<file path="src/rtl/tcpu_uop_pkg.sv">
package tcpu_uop_pkg;
  typedef enum logic [1:0] {XA_KEEP, XA_ZERO, XA_INC, XA_DEC} xa_op_e;
  typedef enum logic [2:0] {Y_KEEP, Y_ZERO, Y_INC, Y_DEC, Y_LOAD} y_op_e;

  typedef struct packed {
    xa_op_e x_op;
    y_op_e  y_op;
    xa_op_e ac_op;
    logic   x8_tgl;
    logic   mode_set;
    logic   mode_clr;
    logic   cur_set;
    logic   vid_set;
    logic   cv_clr;
    logic   bank_inc;
  } uop_t;
endpackage

</file>
<file path="src/rtl/tcpu_dec_e.sv">
module tcpu_dec_e
  import tcpu_uop_pkg::*;
(
  input  logic [7:0] op_i,
  output uop_t       uop_o
);
  always_comb begin
    uop_o = '0;
    if (op_i[3] && !op_i[7]) begin
      unique case (op_i[6:4])
        3'd0: begin uop_o.x_op = XA_ZERO; uop_o.y_op = Y_ZERO; end
        3'd1: uop_o.x8_tgl = 1'b1;
        3'd2: begin uop_o.x_op = XA_INC; uop_o.y_op = Y_DEC; end
        3'd3: uop_o.x_op = XA_INC;
        3'd4: uop_o.ac_op = XA_ZERO;
        3'd5: uop_o.mode_set = 1'b1;
        3'd6: uop_o.x_op = XA_ZERO;
        default: uop_o.mode_clr = 1'b1;
      endcase
    end
  end
endmodule

</file>
<file path="src/rtl/tcpu_dec_f.sv">
module tcpu_dec_f
  import tcpu_uop_pkg::*;
(
  input  logic [7:0] op_i,
  output uop_t       uop_o
);
  always_comb begin
    uop_o = '0;
    if (op_i[2] && !op_i[7]) begin
      unique case (op_i[6:4])
        3'd0: begin uop_o.x_op = XA_DEC; uop_o.y_op = Y_DEC; end
        3'd1, 3'd2: uop_o.ac_op = XA_INC;
        3'd3: uop_o.y_op = Y_INC;
        3'd4: uop_o.y_op = Y_DEC;
        3'd5: uop_o.bank_inc = 1'b1;
        3'd6: uop_o.x_op = XA_DEC;
        default: uop_o.ac_op = XA_DEC;
      endcase
    end
  end
endmodule

</file>
<file path="src/rtl/tcpu_dec_w.sv">
module tcpu_dec_w
  import tcpu_uop_pkg::*;
(
  input  logic [7:0] op_i,
  output uop_t       uop_o
);
  always_comb begin
    uop_o = '0;
    if (op_i[7] == 1'b0 && op_i[3:0] == 4'd0) begin
      unique case (op_i[6:4])
        3'd0: uop_o.cur_set = 1'b1;
        3'd1: uop_o.vid_set = 1'b1;
        3'd2: uop_o.y_op = Y_LOAD;
        3'd4: uop_o.cv_clr = 1'b1;
        3'd7: uop_o.y_op = Y_ZERO;
        default: ;  // printer selectors: no register effect
      endcase
    end
  end
endmodule

</file>
<file path="src/rtl/tcpu_uop_exec.sv">
module tcpu_uop_exec
  import tcpu_uop_pkg::*;
#(
  parameter int YW = 5
) (
  input  logic          clk_i,
  input  logic          rst_ni,
  input  logic          te_i,
  input  logic          tf_i,
  input  logic          tw_i,
  input  logic          tg_i,
  input  logic [7:0]    op_i,
  input  logic [7:0]    buf_i,
  output logic [6:0]    x_o,
  output logic [YW-1:0] y_o,
  output logic [6:0]    ac_o,
  output logic          x8_o,
  output logic          mode_o,
  output logic          cursor_o,
  output logic          video_o,
  output logic [1:0]    bank_o,
  output logic          done_o,
  output logic          flag_test_o,
  output logic          write_o
);
  localparam int XW = 7;
  localparam logic [YW-1:0] Y_ONE = YW'(1);

  uop_t uop_e, uop_f, uop_w, uop;

  tcpu_dec_e u_dec_e (.op_i(op_i), .uop_o(uop_e));
  tcpu_dec_f u_dec_f (.op_i(op_i), .uop_o(uop_f));
  tcpu_dec_w u_dec_w (.op_i(op_i), .uop_o(uop_w));

  always_comb begin
    uop = '0;
    if (te_i)      uop = uop_e;
    else if (tf_i) uop = uop_f;
    else if (tw_i) uop = uop_w;
  end

  logic wr_set;
  assign wr_set = (op_i[7] && !done_o) ||
                  op_i == 8'o022 || op_i == 8'o042 || op_i == 8'o062;

  function automatic logic [XW-1:0] step7(xa_op_e o, logic [XW-1:0] v);
    unique case (o)
      XA_ZERO: step7 = '0;
      XA_INC:  step7 = v + 1'b1;
      XA_DEC:  step7 = v - 1'b1;
      default: step7 = v;
    endcase
  endfunction

  always_ff @(posedge clk_i or negedge rst_ni) begin
    if (!rst_ni) begin
      x_o         <= '0;
      y_o         <= '0;
      ac_o        <= '0;
      x8_o        <= 1'b0;
      mode_o      <= 1'b0;
      cursor_o    <= 1'b0;
      video_o     <= 1'b0;
      bank_o      <= '0;
      done_o      <= 1'b0;
      flag_test_o <= 1'b0;
      write_o     <= 1'b0;
    end else begin
      x_o  <= step7(uop.x_op, x_o);
      ac_o <= step7(uop.ac_op, ac_o);
      unique case (uop.y_op)
        Y_ZERO:  y_o <= '0;
        Y_INC:   y_o <= y_o + Y_ONE;
        Y_DEC:   y_o <= y_o - Y_ONE;
        Y_LOAD:  y_o <= buf_i[YW-1:0];
        default: ;
      endcase
      if (uop.x8_tgl)   x8_o   <= ~x8_o;
      if (uop.mode_set) mode_o <= 1'b1;
      if (uop.mode_clr) mode_o <= 1'b0;
      if (uop.cur_set)  cursor_o <= 1'b1;
      if (uop.vid_set)  video_o  <= 1'b1;
      if (uop.cv_clr) begin
        cursor_o <= 1'b0;
        video_o  <= 1'b0;
      end
      if (uop.bank_inc) bank_o <= bank_o + 2'd1;

      if (te_i) begin
        flag_test_o <= 1'b0;
        if (!op_i[7]) done_o <= 1'b0;
      end
      if (tw_i) begin
        if (op_i[0] && !op_i[7]) flag_test_o <= 1'b1;
        write_o <= wr_set;
        if (wr_set) done_o <= 1'b1;
      end
      if (tg_i) write_o <= 1'b0;
    end
  end
endmodule

</file>
<file path="config.mk">
export PLATFORM = sky130hd
export DESIGN_NAME = tcpu_uop_exec
export DESIGN_NICKNAME = d
export VERILOG_FILES = /design/src/rtl/tcpu_uop_pkg.sv /design/src/rtl/tcpu_dec_e.sv /design/src/rtl/tcpu_dec_f.sv /design/src/rtl/tcpu_dec_w.sv /design/src/rtl/tcpu_uop_exec.sv
export SDC_FILE = /design/constraint.sdc
export NUM_CORES = 1
export LEC_CHECK = 0
export ABC_CLOCK_PERIOD_IN_PS = 2500
export CAP_MARGIN = 10
export CORE_UTILIZATION = 49
export DETAILED_ROUTE_END_ITERATION = 8
export HOLD_SLACK_MARGIN = 0.12
export PLACE_DENSITY = 0.81
export REMOVE_ABC_BUFFERS = 1
export SETUP_SLACK_MARGIN = 0.15
export SLEW_MARGIN = 10
export SYNTH_ARGS = -nofsm -noshare
export SYNTH_HDL_FRONTEND = slang
export SYNTH_SLANG_ARGS = --single-unit
</file>
<file path="constraint.sdc">
create_clock -name clk_i -period 2.5 [get_ports clk_i]
set_input_delay 0.5 -clock clk_i [delete_from_list [all_inputs] [get_ports clk_i]]
set_output_delay 0.5 -clock clk_i [all_outputs]
set_load 0.01 [all_outputs]
</file>
==> results of run 1 <==
registers in the layout (all words and copies together), names as in the netlist:
signal / flops
bank_o: 2
done_o: 1
flag_test_o: 1
x8_o: 1
ac_o: 7
y_o: 5
cursor_o: 1
video_o: 1
x_o: 7
write_o: 1
mode_o: 1
synth_stat cells (all sizes together) (3+ instances only):
cell type / instances / area, um2
buf: 3 / 26.3
nor2: 10 / 37.5
nor3: 3 / 20.0
nand2: 8 / 30.0
xor2: 8 / 70.1
a221o: 3 / 30.0
a22o: 9 / 78.8
ha: 13 / 163
xnor2: 8 / 70.1
o21ai: 12 / 60.1
fa: 3 / 60.1
or3: 3 / 20.0
dfrtp: 28 / 701
o21bai: 3 / 22.5
a21oi: 11 / 55.1
a21o: 5 / 37.5
o31ai: 3 / 22.5
inv: 7 / 26.3
power by group:
group | internal, W | leakage [nW] | switching (W)
Combinational | 0.000399 | 1.12 | 0.000285
Sequential | 0.000537 | 0.367 | 0.000113
Clock | 0.000215 | 0.0357 | 0.000158
cell families after synthesis:
group                    count (synthesis)
AND/OR/NAND/NOR                         45
adder cells (fa/ha/maj)                 16
multiplexers                             4
AO/OA/AOI/OAI                           64
flip-flops                              28
XOR/XNOR                                16
buffers and inverters                   11
routing by layer:
layer / GRT usage / vias to the layer above / routed length (um)
met5: 0 / - / 0
met1: 0.348 / 1088 / 2840
met2: 0.571 / 119 / 3790
met3: 0.0563 / 25 / 417
met4: 0.178 / 0 / 201
li1: - / 935 / -
path summary, 6_finish.rpt:
path,depth (start not counted),to,startpoint
max,10,ac_o[6],te_i
min,1,bank_o[1],bank_o[1]
max reg2reg,7,ac_o[4],ac_o[0]
min reg2reg,1,bank_o[1],bank_o[1]
max in group asynchronous,2,done_o,rst_ni
min in group asynchronous,2,ac_o[1],rst_ni
what timing repair did:
action | in CTS | in global routing
setup endpoints to repair | 15 | 10
gates resized for setup | 52 | 26
buffers inserted | 12 | 7
pin swaps | 11 | 17
per-stage QoR:
stage / worst slack (ps) / instance area (um2)
2_1_floorplan: -143 / 1890
3_3_place_gp: -542 / 2800
3_5_place_dp: -695 / 2800
4_1_cts: 80.4 / 3020
5_1_grt: -65.4 / 3190
6_report: -37.3 / 3190
critical path: stages:
cell	delay [ps]
buf_8	100
nand4bb_4	220
or3_4	430
inv_4	100
fa_2	200
a211o_1	130
o211ai_1	160
a2111oi_4	370
xor2_1	230
mux2i_1	270
layout make-up:
class | instances | area, um2 | share of cell area
multi-input combinational | 145 | 1330 | 0.416
timing repair buffer | 117 | 1000 | 0.314
sequential | 28 | 701 | 0.219
tap | 48 | 60.1 | 0.0188
clock buffer | 3 | 41.3 | 0.0129
inverter | 7 | 31.3 | 0.00979
clock inverter | 1 | 30.0 | 0.00940
==> flow_metrics.tcl, run 1 <==
set metrics [dict create \
    clk_pin_slew_worst_paths_ps 110 \
    clock_latency_ps 280 \
    die_h_um 64.6 \
    io_buffers 46 \
    dieArea_mm2 0.00417 \
    syn_to_final_growth_pct 66.5 \
    dr.pass1.iters 4 \
    setup_viol 1 \
    io_pins 50 \
    maxSlewHeadroom 0.673 \
    final_util 0.860 \
    yosys.area_share.adder 0.116 \
    layout_commonest_cell "buf_4" \
    peakVddDrop_mv 0.678 \
    cap_violations 0 \
    synth_top_family_by_area "compound AO/OA/AOI/OAI gates" \
    wl_um 7260 \
    detailed_place_hpwl_um 3910 \
    grt_pass1_wl_um 10000 \
    setup_slack_ps -37.3 \
    reg2reg_slack_ps 390 \
    synth_compound_area_frac 0.244 \
    hold_buffers 0 \
    synthMuxAreaShare 0.0222 \
    min_path_type "flip-flop to flip-flop" \
    fill_cells 184 \
    violations "negative setup slack" \
    yosysUniqueCellTypes 56 \
    synthCells 184 \
    outcome "finished with violations" \
    ant_nets 0 \
    synth_area_mm2 0.00192 \
    whs_ps 481 \
    antenna_found_initial 0 \
    cp.arrival_ps 2730 \
    vias 2167 \
    tightest_slew_ps 486 \
    endpoint_kind "flip-flop" \
    avgViaCountPerCell 6.21 \
    seq_area_frac_synth 0.365 \
    cts_inserted_buffers 3 \
    worstSetupPathType "input pin to flip-flop" \
    fin_crit_sh 1.01 \
    crit_path_max_fanout 5 \
    stdcell_count 349 \
    synth_seq_cells 28 \
    wire_per_inst_um 20.8 \
    synth-simple-area-share 0.149 \
    period_minus_slack_ps 2540 \
    syn_avg_cell_area_um2 10.4 \
    total_power_w 0.00171 \
    cts-root-buf "clkbuf_8" \
    ys_async_sr_fraction 1.00 \
    grt_overflow 0 \
    slew_violations 0 \
    rows 22 \
    cp_data_required_time_ps 2690 \
    max_freq_mhz 394 \
    cts.sinks 28 \
    totalNegativeSetupSlack_ps -37.3 \
    skew_ps 1.75 \
    grt_max_degree 29 \
    diodes 0 \
    yosys_warnings 0 \
    grt_util_all_layers 0.317 \
    p_per_area_mw_per_mm2 534 \
    critPathLaunchType "input pin" \
    drcViolationCount 0 \
    nNetsFinal 340 \
    hold_viol_final 0 \
    synthFlopType "dfrtp_1" \
    cts_htree_levels 1 \
    cts_tree "built" \
    gp_congestion 0.877 \
    final_cell_mix "64 x buf_4, 38 x clkdlybuf4s50_1, 28 x dfrtp_1" \
    drt-initial-drc-count 202 \
    dp_cells 326 \
    grt_pass1_vias 2194 \
    synth_edf_count 0 \
    start_util 0.516 \
    synth_xor_area_frac 0.0731 \
    clockBufferDepth 2 \
    core_mm2 0.00372 \
    drive_gt1_frac 0.392 \
    rsz0062_at_grt "true" \
    p_leak_nw 1.52 \
    die_width_um 64.6 \
]
Power figures use the tool's default switching activity.
==> inputs of run 2 (changes only) <==
--- a/config.mk
+++ b/config.mk
@@ -7,13 +7,15 @@
 export LEC_CHECK = 0
 export ABC_CLOCK_PERIOD_IN_PS = 2500
 export CAP_MARGIN = 10
-export CORE_UTILIZATION = 49
+export CORE_UTILIZATION = 53
 export DETAILED_ROUTE_END_ITERATION = 8
+export GPL_TIMING_DRIVEN = 0
 export HOLD_SLACK_MARGIN = 0.12
-export PLACE_DENSITY = 0.81
+export PLACE_DENSITY = 0.83
 export REMOVE_ABC_BUFFERS = 1
 export SETUP_SLACK_MARGIN = 0.15
 export SLEW_MARGIN = 10
 export SYNTH_ARGS = -nofsm -noshare
 export SYNTH_HDL_FRONTEND = slang
+export SYNTH_HIERARCHICAL = 1
 export SYNTH_SLANG_ARGS = --single-unit
==> flow_metrics.tcl, run 2 <==
set metrics [dict create \
    outcome "finished with violations" \
    violations "design-rule violations, negative setup slack" \
    fin_crit_sh 1.12 \
    yosysUniqueCellTypes 58 \
    ys_async_sr_fraction 1.00 \
    final_cell_mix "34 x clkdlybuf4s50_1, 28 x nand2_1, 28 x dfrtp_1" \
    wl_met3_um 405 \
    seq_area_frac_synth 0.278 \
    wire_per_inst_um 17.3 \
    rows 24 \
    p_per_area_mw_per_mm2 632 \
    fill_cells 281 \
    io_pins 50 \
    yosys.area.top_type "dfrtp_1" \
    ff_latch_area_um2 701 \
    maxSlewHeadroom 0.548 \
    drt-initial-drc-count 204 \
    clk_pin_slew_worst_paths_ps 100 \
    detailed_place_hpwl_um 4040 \
    diodes 0 \
    grt_util_all_layers 0.260 \
    period_minus_slack_ps 2810 \
    cap_violations 0 \
    cts_htree_levels 1 \
    nNetsFinal 398 \
    total_power_w 0.00225 \
    die_h_um 71.0 \
    wl_um 7100 \
    syn_to_final_growth_pct 41.1 \
    synthFlopType "dfrtp_1" \
    rsz0062_at_grt "true" \
    reg.largest.list "ac_o: 7 flops, x_o: 7 flops, y_o: 5 flops" \
    syn_avg_cell_area_um2 8.68 \
    endpoint "y_o[4]" \
    cts_tree "built" \
    hold_buffers 0 \
    core_mm2 0.00447 \
    grt_overflow 0 \
    switchingPower_w 0.000828 \
    multi_input_area_mm2 0.00197 \
    reg2reg_slack_ps 580 \
    critPathLaunchType "input pin" \
    r2r_start "x_o[0]" \
    gp_congestion 0.789 \
    layout_commonest_cell "clkdlybuf4s50_1" \
    avgViaCountPerCell 6.00 \
    p_leak_nw 1.49 \
    worstSetupPathType "input pin to flip-flop" \
    ant_nets 0 \
    hold_viol_final 0 \
    synth_area_mm2 0.00252 \
    synth_common_cells "29 x nand2_1, 28 x dfrtp_1, 24 x buf_4" \
    p_clk_frac 0.164 \
    synth_edf_count 0 \
    max_freq_mhz 356 \
    switching_share 0.368 \
    dieArea_mm2 0.00504 \
    wl_met2_um 3650 \
    vias 2465 \
    io_buffers 46 \
    setup_slack_ps -309 \
    grt_pass1_vias 2312 \
    crit_path_max_fanout 4 \
    slew_violations 0 \
    cts.sinks 28 \
    min_path_type "input pin to async pin" \
    cts_inserted_buffers 3 \
    drcViolationCount 3 \
    grt_pass1_wl_um 10600 \
    power_frac_comb 0.509 \
    yosys_warnings 6 \
    clock_latency_ps 280 \
    synthCells 291 \
    p_int_w 0.00142 \
    skew_ps 2.00 \
    antenna_found_initial 0 \
    synth_top_area_share 0.278 \
    ys_top_cells_by_area "dfrtp_1 28%, buf_4 7.1%, ha_1 6.4%" \
    endpoint_kind "flip-flop" \
    topRoutingLayerUsed "met4" \
    final_util 0.796 \
    clockBufferDepth 2 \
    cp.arrival_ps 2980 \
    start_util 0.564 \
    yosysMostFrequentCell "nand2_1" \
    cp-startpoint "op_i[2]" \
    cp_data_required_time_ps 2670 \
    cts-root-buf "clkbuf_8" \
    r2r_end "x_o[6]" \
    die_width_um 71.0 \
    pwr-share-seq 0.327 \
    reg2reg_depth 6 \
    setup_viol 6 \
    drive_gt1_frac 0.279 \
    synth_seq_cells 28 \
    tightest_slew_ps 679 \
    peakVddDrop_mv 0.534 \
    met1Wirelength_um 2930 \
    dr.pass1.iters 7 \
    grt_max_degree 29 \
]
## run 2: final cells by class
type                    instances  area share
multi-input cells             245       0.553
repair buffers                 77       0.206
flip-flops and latches         28       0.197
well taps                      52      0.0183
clock buffers                   3      0.0116
clock inverters                 1     0.00843
inverters                       5     0.00632
## run 2: worst max-delay path, stage by stage
cell and delay (ps):
buf_8 100, or4b_4 530, nor3_2 120, nand3b_1 110, a21o_1 240, nor2_4 210
fa_2 240, a21o_1 170, a21oi_4 90, buf_4 140, o41ai_2 220, nor3_1 80
a211o_1 230
## run 2: worst min path at each step
stage | slack, ps | startpoint | depth (start not counted) | endpoint
2_1_floorplan | 200 | rst_ni | 0 | ac_o[0]
3_3_place_gp | 460 | bank_o[1] | 1 | bank_o[1]
3_5_place_dp | 470 | x8_o | 1 | x8_o
4_1_cts | 260 | rst_ni | 1 | video_o
5_1_grt | 290 | rst_ni | 1 | video_o
6_report | 250 | rst_ni | 1 | video_o
## run 2: cells by family after synthesis
family	share of synthesized area
and+or+nand+nor	0.204
xor gates and xnor gates	0.0555
buffers and inverters	0.0961
AOI/OAI and AO/OA	0.255
DFF	0.278
muxes	0.0198
other	0.00446
adders and majority gates	0.0882
## run 2: repair_timing
item / 4_1_cts / 5_1_grt
setup buffers: 15 / 16
endpoints found under the setup margin: 19 / 12
resized for setup: 96 / 37
pin swaps: 21 / 30
## run 2: stage by stage
stage	worst slack, ps	TNS [ps]	std cells	hold slack, ps	instance area, um2
3_3_place_gp	-2300	-24810	376	462	2900
3_5_place_dp	-2330	-25940	376	474	2890
2_1_floorplan	-792	-3040	278	204	2370
5_1_grt	-419	-2140	411	289	3560
6_report	-309	-1240	411	245	3560
4_1_cts	-233	-755	395	261	3290
## run 2: power by group through the flow
stage | clock, W | combinational (W) | sequential [W]
2_1_floorplan | 0 | 0.000422 | 0.000755
3_3_place_gp | 0 | 0.000847 | 0.000709
3_5_place_dp | 0 | 0.000874 | 0.000716
4_1_cts | 0.000375 | 0.000987 | 0.000721
5_1_grt | 0.000385 | 0.00123 | 0.000756
6_report | 0.000369 | 0.00115 | 0.000737
## run 2: routing by layer
| metal | global-route usage | vias up |
|---|---|---|
| met3 | 0.0313 | 14 |
| met4 | 0.0956 | 0 |
| met2 | 0.452 | 110 |
| met5 | 0 | - |
| li1 | - | 1147 |
| met1 | 0.334 | 1194 |
==> inputs of run 3 (changes only) <==
--- a/config.mk
+++ b/config.mk
@@ -7,11 +7,11 @@
 export LEC_CHECK = 0
 export ABC_CLOCK_PERIOD_IN_PS = 2500
 export CAP_MARGIN = 10
-export CORE_UTILIZATION = 53
+export CORE_UTILIZATION = 41
 export DETAILED_ROUTE_END_ITERATION = 8
 export GPL_TIMING_DRIVEN = 0
 export HOLD_SLACK_MARGIN = 0.12
-export PLACE_DENSITY = 0.83
+export PLACE_DENSITY = 0.67
 export REMOVE_ABC_BUFFERS = 1
 export SETUP_SLACK_MARGIN = 0.15
 export SLEW_MARGIN = 10
==> flow_metrics.tcl, run 3 (synthesis gave the netlist of run 2 again) <==
set metrics [dict create \
    outcome "finished with violations" \
    violations "negative setup slack" \
    diodes 0 \
    fin_crit_sh 1.12 \
    crit_top_cell "a21o_1" \
    dp_cells 399 \
    clock_latency_ps 280 \
    max_freq_mhz 356 \
    io_pins 50 \
    vias 2408 \
    wl_met2_um 3440 \
    cp_slowest_cell "or4b_4" \
    slew_violations 0 \
    drive_gt1_frac 0.288 \
    cap_violations 0 \
    setup_viol 4 \
    core_mm2 0.00592 \
    cts-root-buf "clkbuf_8" \
    reg2reg_depth 6 \
    io_buffers 46 \
    rsz0062_at_grt "true" \
    cts.sinks 28 \
    rows 28 \
    wl_um 6710 \
    period_minus_slack_ps 2810 \
    p_leak_nw 1.51 \
    crit_buf_inv 2 \
    critPathLaunchType "input pin" \
    gp_congestion 0.815 \
    die_h_um 80.5 \
    path_delay_family "simple AND/OR/NAND/NOR gates" \
    antenna_found_initial 0 \
    nNetsFinal 401 \
    cts_htree_levels 1 \
    cp.arrival_ps 2980 \
    tightest_slew_ps 687 \
    r2r_end "x_o[6]" \
    hold_viol_final 0 \
    clk_pin_slew_worst_paths_ps 100 \
    peakVddDrop_mv 0.411 \
    stdcell_area_mm2 0.00363 \
    whs_ps 247 \
    grt_util_all_layers 0.213 \
    dr.pass1.iters 4 \
    crit_path_max_fanout 4 \
    skew_ps 9.73 \
    cp_slowest_stage_delay_ps 540 \
    wl_met3_um 291 \
    detailed_place_hpwl_um 3870 \
    clockBufferDepth 2 \
    total_power_w 0.00213 \
    topRoutingLayerUsed "met4" \
    setup_slack_ps -305 \
    endpoint_kind "flip-flop" \
    grt_pass1_wl_um 11000 \
    avgViaCountPerCell 5.52 \
    reg2reg_slack_ps 640 \
    dieArea_mm2 0.00648 \
    syn_to_final_growth_pct 43.8 \
    maxSlewHeadroom 0.542 \
    r2r_start "x_o[0]" \
    final_cell_mix "34 x clkdlybuf4s50_1, 29 x buf_4, 28 x nand2_1, 28 x dfrtp_1, 22 x conb_1" \
    crit_chain "buf_2, or4b_4, nor3_4, nand3b_1, a21o_1, nor2_4, fa_2, a21o_1, a21oi_4, buf_4, o41ai_4, nor3_1, a211o_1" \
    wire_per_inst_um 15.4 \
    grt_max_degree 29 \
    worstSetupPathType "input pin to flip-flop" \
    layout_commonest_cell "clkdlybuf4s50_1" \
    grt_pass1_vias 2392 \
    grt_overflow 0 \
    p_per_area_mw_per_mm2 587 \
    place_area_mm2 0.00292 \
    drcViolationCount 0 \
    drt-initial-drc-count 96 \
    die_width_um 80.5 \
    met1Wirelength_um 2900 \
    cts_tree "built" \
    ant_nets 0 \
    reg.largest.list "ac_o: 7 flops, x_o: 7 flops, y_o: 5 flops" \
    final_util 0.613 \
    min_path_type "input pin to async pin" \
    stdcell_count 436 \
    cts_inserted_buffers 3 \
    cp_data_required_time_ps 2680 \
    start_util 0.426 \
]
==> run 3: cell types whose count changed in the layout (fill, tap and decap cells not counted), sizes merged <==
cell / delta
buf: +3
bufinv: -1
clkdlybuf4s18: -1
clkbuf: +1
==> run 3: routing by layer <==
layer  track usage  up-vias
li1              -     1158
met1         0.262     1177
met2         0.384       64
met3        0.0341        9
met4        0.0536        0
met5             0        -
==> run 3: layout make-up <==
cell class                      count  area (um2)
Inverter                            5        22.5
Multi-Input combinational cell    245        2010
Sequential cell                    28         701
Clock buffer                        3        41.3
Timing Repair Buffer               80         763
Tap cell                           75        93.8
Fill cell                         511        2290
==> run 3: worst max path at each step <==
| stage | startpoint | endpoint | slack [ps] | cells past startpoint |
|---|---|---|---|---|
| floorplan | op_i[1] | y_o[4] | -790 | 12 |
| global placement | te_i | y_o[4] | -2380 | 11 |
| detailed placement | te_i | y_o[4] | -2450 | 11 |
| CTS | op_i[3] | y_o[4] | -220 | 13 |
| global route | op_i[1] | y_o[4] | -440 | 13 |
| finish | op_i[1] | y_o[4] | -310 | 13 |
==> run 3: worst reg2reg max path, delay by kind of cell, from the launching register on <==
kind | cells | cell delay (ps)
DFF | 1 | 470
AOI/OAI and AO/OA | 4 | 780
adders and majority gates | 1 | 430
xor gates and xnor gates | 1 | 90
==> run 3: through the flow <==
| step | TNS [ps] | worst slack (ps) |
|---|---|---|
| floorplan | -3040 | -792 |
| global placement | -26040 | -2380 |
| detailed placement | -27060 | -2450 |
| CTS | -281 | -225 |
| global route | -1330 | -439 |
| finish | -670 | -305 |
==> run 3: timing repair <==
| action | 4_1_cts | 5_1_grt |
|---|---|---|
| hold buffers | 0 | 0 |
| cloned | 0 | 1 |
| endpoints found under the setup margin | 19 | 12 |
| buffers inserted | 25 | 8 |
| gates resized for setup | 111 | 25 |
| pin swaps | 35 | 26 |
==> run 3: report_power, final <==
group / switching [W] / internal, W / total [W]
registers: 0.000150 / 0.000577 / 0.000726
clock network: 0.000147 / 0.000109 / 0.000256
logic: 0.000506 / 0.000643 / 0.00115
total: 0.000803 / 0.00133 / 0.00213
